`src/rtl/pq_pkg.sv`:
```
package pq_pkg;
  localparam int PQ_NUM_PRIO = 8;
  localparam int PQ_QUANTA_W = 16;
  localparam int PQ_CYCLES_PER_QUANTA = 512;

  typedef struct packed {
    logic                   tick;
    logic                   loadLink;
    logic [PQ_NUM_PRIO-1:0] loadPrio;
  } pq_strobe_t;
endpackage

```
`src/rtl/pq_timer.sv`:
```
module pq_timer #(
  parameter int QUANTA_W = 16,
  parameter int CYCLES_PER_QUANTA = 512
) (
  input  logic                clk,
  input  logic                rst,
  input  logic                tick,
  input  logic                load,
  input  logic [QUANTA_W-1:0] loadQuanta,
  output logic                active
);
  localparam int SUB_W = (CYCLES_PER_QUANTA > 1) ? $clog2(CYCLES_PER_QUANTA) : 1;
  localparam logic [SUB_W-1:0] SUB_MAX = SUB_W'(CYCLES_PER_QUANTA - 1);

  logic [QUANTA_W-1:0] quantaLeft;
  logic [SUB_W-1:0]    subLeft;
  logic                running;
  logic                subWrap;

  assign running = (quantaLeft != '0);
  assign subWrap = (subLeft == '0);
  assign active  = running;

  always_ff @(posedge clk) begin
    if (rst) begin
      quantaLeft <= '0;
      subLeft    <= '0;
    end else if (load) begin
      quantaLeft <= loadQuanta;
      subLeft    <= SUB_MAX;
    end else if (tick && running) begin
      if (subWrap) begin
        quantaLeft <= quantaLeft - 1'b1;
        subLeft    <= SUB_MAX;
      end else begin
        subLeft <= subLeft - 1'b1;
      end
    end
  end

  // a load always installs the full new count
  p_load_value_r8: assert property (@(posedge clk) disable iff (rst)
    load |=> (quantaLeft == $past(loadQuanta)) && (subLeft == SUB_MAX));

  // zero quanta leaves the timer idle
  p_zero_clear_r7: assert property (@(posedge clk) disable iff (rst)
    (load && loadQuanta == '0) |=> !active);

  // no tick, no load, no change
  p_hold_idle_r3: assert property (@(posedge clk) disable iff (rst)
    (!tick && !load) |=> $stable(quantaLeft) && $stable(subLeft));

  // a tick inside a quanta steps the sub-count down by one
  p_sub_step_r2: assert property (@(posedge clk) disable iff (rst)
    (tick && !load && running && !subWrap) |=>
      (subLeft == $past(subLeft) - 1'b1) && $stable(quantaLeft));

  // the final tick of the final quanta ends the pause
  p_expire_r5: assert property (@(posedge clk) disable iff (rst)
    (tick && !load && quantaLeft == QUANTA_W'(1) && subWrap) |=> !active);
endmodule

```
`src/rtl/pq_ctrl.sv`:
```
module pq_ctrl
  import pq_pkg::*;
#(
  parameter int NUM_PRIO = PQ_NUM_PRIO
) (
  input  logic                clk,
  input  logic                rst,
  input  logic                cycleValid,
  input  logic                stopTxEnable,
  input  logic                linkPauseEvt,
  input  logic                pfcEvt,
  input  logic [NUM_PRIO-1:0] pfcClassEn,
  input  logic                linkActive,
  output pq_strobe_t          strobes,
  output logic                txHalt
);
  always_comb begin
    strobes          = '0;
    strobes.tick     = cycleValid;
    strobes.loadLink = linkPauseEvt;
    for (int i = 0; i < NUM_PRIO; i++) begin
      strobes.loadPrio[i] = pfcEvt && pfcClassEn[i];
    end
  end

  // only the link timer may gate, and only when enabled
  assign txHalt = stopTxEnable && linkActive;

  // no priority event means no priority load
  p_no_stray_load_r4: assert property (@(posedge clk) disable iff (rst)
    !pfcEvt |-> (strobes.loadPrio == '0));

  // never load a class whose enable bit is clear
  p_masked_load_r4: assert property (@(posedge clk) disable iff (rst)
    ((strobes.loadPrio & ~pfcClassEn) == '0));

  // with gating off the client is never halted
  p_no_gate_r9: assert property (@(posedge clk) disable iff (rst)
    !stopTxEnable |-> !txHalt);
endmodule

```
`src/rtl/pq_datapath.sv`:
```
module pq_datapath
  import pq_pkg::*;
#(
  parameter int NUM_PRIO = PQ_NUM_PRIO,
  parameter int QUANTA_W = PQ_QUANTA_W,
  parameter int CYCLES_PER_QUANTA = PQ_CYCLES_PER_QUANTA
) (
  input  logic                         clk,
  input  logic                         rst,
  input  pq_strobe_t                   strobes,
  input  logic [QUANTA_W-1:0]          linkQuanta,
  input  logic [NUM_PRIO*QUANTA_W-1:0] prioQuanta,
  output logic                         linkActive,
  output logic [NUM_PRIO-1:0]          prioActive
);
  pq_timer #(
    .QUANTA_W(QUANTA_W),
    .CYCLES_PER_QUANTA(CYCLES_PER_QUANTA)
  ) u_linkTimer (
    .clk(clk),
    .rst(rst),
    .tick(strobes.tick),
    .load(strobes.loadLink),
    .loadQuanta(linkQuanta),
    .active(linkActive)
  );

  for (genvar g = 0; g < NUM_PRIO; g++) begin : g_prio
    pq_timer #(
      .QUANTA_W(QUANTA_W),
      .CYCLES_PER_QUANTA(CYCLES_PER_QUANTA)
    ) u_prioTimer (
      .clk(clk),
      .rst(rst),
      .tick(strobes.tick),
      .load(strobes.loadPrio[g]),
      .loadQuanta(prioQuanta[g*QUANTA_W +: QUANTA_W]),
      .active(prioActive[g])
    );
  end
endmodule

```
`src/rtl/pause_quanta_tracker.sv`:
```
module pause_quanta_tracker
  import pq_pkg::*;
#(
  parameter int NUM_PRIO = PQ_NUM_PRIO,
  parameter int QUANTA_W = PQ_QUANTA_W,
  parameter int CYCLES_PER_QUANTA = PQ_CYCLES_PER_QUANTA
) (
  input  logic                         clk,
  input  logic                         rst,
  input  logic                         cycleValid,
  input  logic                         stopTxEnable,
  input  logic                         linkPauseEvt,
  input  logic [QUANTA_W-1:0]          linkPauseQuanta,
  input  logic                         pfcEvt,
  input  logic [NUM_PRIO-1:0]          pfcClassEn,
  input  logic [NUM_PRIO*QUANTA_W-1:0] pfcQuanta,
  output logic                         linkPauseActive,
  output logic [NUM_PRIO-1:0]          prioPauseActive,
  output logic                         txHalt
);
  pq_strobe_t strobes;
  logic       linkActive;

  pq_ctrl #(.NUM_PRIO(NUM_PRIO)) u_ctrl (
    .clk(clk),
    .rst(rst),
    .cycleValid(cycleValid),
    .stopTxEnable(stopTxEnable),
    .linkPauseEvt(linkPauseEvt),
    .pfcEvt(pfcEvt),
    .pfcClassEn(pfcClassEn),
    .linkActive(linkActive),
    .strobes(strobes),
    .txHalt(txHalt)
  );

  pq_datapath #(
    .NUM_PRIO(NUM_PRIO),
    .QUANTA_W(QUANTA_W),
    .CYCLES_PER_QUANTA(CYCLES_PER_QUANTA)
  ) u_datapath (
    .clk(clk),
    .rst(rst),
    .strobes(strobes),
    .linkQuanta(linkPauseQuanta),
    .prioQuanta(pfcQuanta),
    .linkActive(linkActive),
    .prioActive(prioPauseActive)
  );

  assign linkPauseActive = linkActive;

  // one cycle after reset every output is idle
  p_reset_idle_r1: assert property (@(posedge clk)
    $past(rst) |-> (!linkPauseActive && prioPauseActive == '0 && !txHalt));
endmodule

```
`config.mk`:
```
export PLATFORM = sky130hd
export DESIGN_NAME = pause_quanta_tracker
export DESIGN_NICKNAME = d
export VERILOG_FILES = /design/src/rtl/pq_pkg.sv /design/src/rtl/pq_timer.sv /design/src/rtl/pq_ctrl.sv /design/src/rtl/pq_datapath.sv /design/src/rtl/pause_quanta_tracker.sv
export SDC_FILE = /design/constraint.sdc
export NUM_CORES = 1
export LEC_CHECK = 0
export BUFFER_PORTS_ARGS = -buffer_cell sky130_fd_sc_hd__clkbuf_2
export CELL_PAD_IN_SITES_DETAIL_PLACEMENT = 1
export CELL_PAD_IN_SITES_GLOBAL_PLACEMENT = 1
export CORE_MARGIN = 3
export CORE_UTILIZATION = 47
export DETAILED_ROUTE_END_ITERATION = 10
export GPL_ROUTABILITY_DRIVEN = 1
export GPL_TIMING_DRIVEN = 0
export PLACE_DENSITY_LB_ADDON = 0.1
export SYNTH_ARGS = -nofsm -noshare
export SYNTH_HDL_FRONTEND = slang
export SYNTH_SLANG_ARGS = --single-unit
```
`constraint.sdc`:
```
create_clock -name clk -period 5.21 [get_ports clk]
set_clock_uncertainty 0.1 [all_clocks]
set_input_delay 1.042 -clock clk [delete_from_list [all_inputs] [get_ports clk]]
set_output_delay 1.042 -clock clk [all_outputs]
set_load 0.005 [all_outputs]
```
==> results.ini <==
[outcome]
outcome=finished, final reports clean

[drt]
drcViolationCount=0
routed_via_density=6.510
vias=14178
drtIter0Drc=1175
wire_per_inst_um=22.23
routed_wl_mm=48.41
ant_nets=0
dr.pass1.iters=5

[placement]
place_area_sq_mm=0.01421
dp_cells=2130
dp_hpwl_mm=33.89
place_ws_ns=0.5105
numPortBuffers=166
gp_congestion=0.9254

[global_route]
gr-total-overflow=0
grt_pass1_wl_mm=76.80
grt_pass1_vias=14491
track_usage=0.3197
grt_max_degree=13
antenna_found_initial=0

[yosys]
synth_area_leaders=dfxtp_1, o21ai_0, a21oi_1, a31oi_1, nor3_1
synth.net_count=1799
synth_area_sq_mm=0.01295
yosysSeqAreaShare=0.3478
synthSimpleGateAreaFrac=0.2626
postSynthCellCount=1623
synth_compound_area_frac=0.2676
synth_fa_ha_area_frac=0.01739
yosysWarnings=0
synth_top_area_share=0.3478
syn_area_per_cell_sq_um=7.980
async_reset_ff_frac=0
yosysTopAreaCell=dfxtp_1
synth-edff-count=0
ys_ff_latch=225
synth_flop_cell=dfxtp_1
synthXorXnorAreaFrac=0.04801
synth_most_common_cell=dfxtp_1
synth_top_family_by_area=compound AO/OA/AOI/OAI gates
synth.distinct_cells=75
netlist_top_cells_count=dfxtp_1, o21ai_0, a21oi_1
synth_mux_area_frac=0.004637

[sta]
worst_pin_slew_ns=1.152
rsz0062_at_grt=no
maxSlewViolCount=0
hold_viol=0
period_needed_ns=4.316
final.setup.tns_ns=0
setup_violations=0
maxSlewHeadroom=0.2257
final.period_utilization=0.8283
fin_ws_ns=0.8944
fmax_mhz=231.7
whs_ns=0.3900

[worst_setup_path]
cp_data_required_time_ns=5.48
reg2reg_depth=9
path_class=input pin to register
end_kind=register
worstPathMaxFanout=10
r2r_slack_ns=2.14
arrival_ns=4.59
start_kind=input pin

[final_layout]
antenna_cells=0
nets=1993
filler_cell_count=3410
fin_area_sq_mm=0.01510
drive_gt1_frac=0.1437
utilization=0.5589
instances_no_fill=2178
areaGrowthSynthToFinish_pct=16.63

[clock_network]
clkLatencyLatePin_ns=0.54
ctsHoldBuffers=0
cts_inserted_buffers=26
cts_buffer_depth=3
clk_pin_slew_ns=0.06
cts_tree=built
htree_levels=1
cts_root_buf=clkbuf_16
postCtsSetupBuffers=0
clkSinkCount=225
cts_resized=0

[power_and_ir_drop]
power.density_mw_per_mm2=348.9
leakage_nw=5.518
p_clk_frac=0.368
power.share.sequential=0.395
p_total_mw=5.270
p_int_mw=3.539
switchingPower_mw=1.731
peakVddDrop_mv=0.2516
power_frac_comb=0.237
switching_share=0.3284

[floorplan]
coreArea_sq_mm=0.02703
ios=168
die_h_um=172
die-area_sq_mm=0.02958
placementRows=60
start_util=0.4792
die_x_um=172

[run]
drv_cap=0

[min_path]
hold_path.class=register to register
hold_depth=2

==> routing by layer <==
metal,vias to the layer above,global-route usage,part of all wire
li1,6640,-,-
met1,6938,0.4271,0.45
met2,469,0.5279,0.46
met3,131,0.04550,0.056
met4,0,0.1177,0.038
met5,-,0,0
==> sequential cells by signal, summed over array words and instances, names as in the netlist <==
register and cells:
u_datapath.g_prio.u_prioTimer.quantaLeft 128, u_datapath.u_linkTimer.quantaLeft 16, u_datapath.u_linkTimer.subLeft 9, u_datapath.g_prio.u_prioTimer.subLeft 72
==> power by group through the flow <==
stage               clock (mW)  sequential, mW  combinational [mW]
floorplan                    0            2.06               0.855
global placement             0            2.09                1.16
detailed placement           0            2.11                1.21
CTS                       1.96            2.07                1.23
global route              2.04            2.11                1.38
finish                    1.94            2.08                1.25
==> cells by family after synthesis <==
group,after synthesis
compound gates,529
xor+xnor,71
fa+ha+maj,18
buf+inv,168
flops,225
mux,6
simple gates,606
==> cells in the final DEF (no fill, tap or decap), types with 17 or more instances in the layout <==
master and count:
a211oi_1 39, a21oi_1 113, a311oi_1 28, a31oi_1 62
and3_1 17, clkbuf_1 101, clkbuf_16 27, clkbuf_2 166
dfxtp_1 225, ha_1 18, inv_1 53, nand2_1 91
nand2b_1 18, nand3_1 51, nand4_1 35, nor2_1 92
nor3_1 74, nor4_1 43, o211ai_1 24, o21ai_0 131
o31ai_1 31, or2_2 19, or3_1 51, or4_1 42
xnor2_1 38, xor2_1 33
==> final timing paths <==
kind / startpoint / to
worst min-delay path: u_datapath.g_prio[1].u_prioTimer.quantaLeft[10]$_SDFFE_PP0P_ / u_datapath.g_prio[1].u_prioTimer.quantaLeft[10]$_SDFFE_PP0P_
worst max register to register: u_datapath.g_prio[7].u_prioTimer.quantaLeft[0]$_SDFFE_PP0P_ / u_datapath.g_prio[7].u_prioTimer.quantaLeft[4]$_SDFFE_PP0P_
worst max-delay path: cycleValid / u_datapath.g_prio[1].u_prioTimer.subLeft[4]$_SDFFE_PP0P_
worst min register to register: u_datapath.g_prio[1].u_prioTimer.quantaLeft[10]$_SDFFE_PP0P_ / u_datapath.g_prio[1].u_prioTimer.quantaLeft[10]$_SDFFE_PP0P_
==> worst max-delay path, cell delays in order <==
cell and delay (ns):
clkbuf_2 0.23, buf_1 0.68, clkbuf_1 0.78, clkbuf_1 0.65, buf_1 0.65, o211ai_1 0.22, xor2_1 0.23, a21oi_1 0.09
==> final cells by class <==
cell class,count,area [sq um],area share
Clock buffer,43,795.8,0.05268
Timing Repair Buffer,166,830.8,0.05500
Sequential cell,225,4504,0.2982
Tap cell,341,426.7,0.02825
Buffer,113,466.7,0.03090
Clock inverter,5,100.1,0.006627
Multi-Input combinational cell,1230,7774,0.5147
Inverter,55,206.4,0.01367
(Power assumes the default switching activity.)
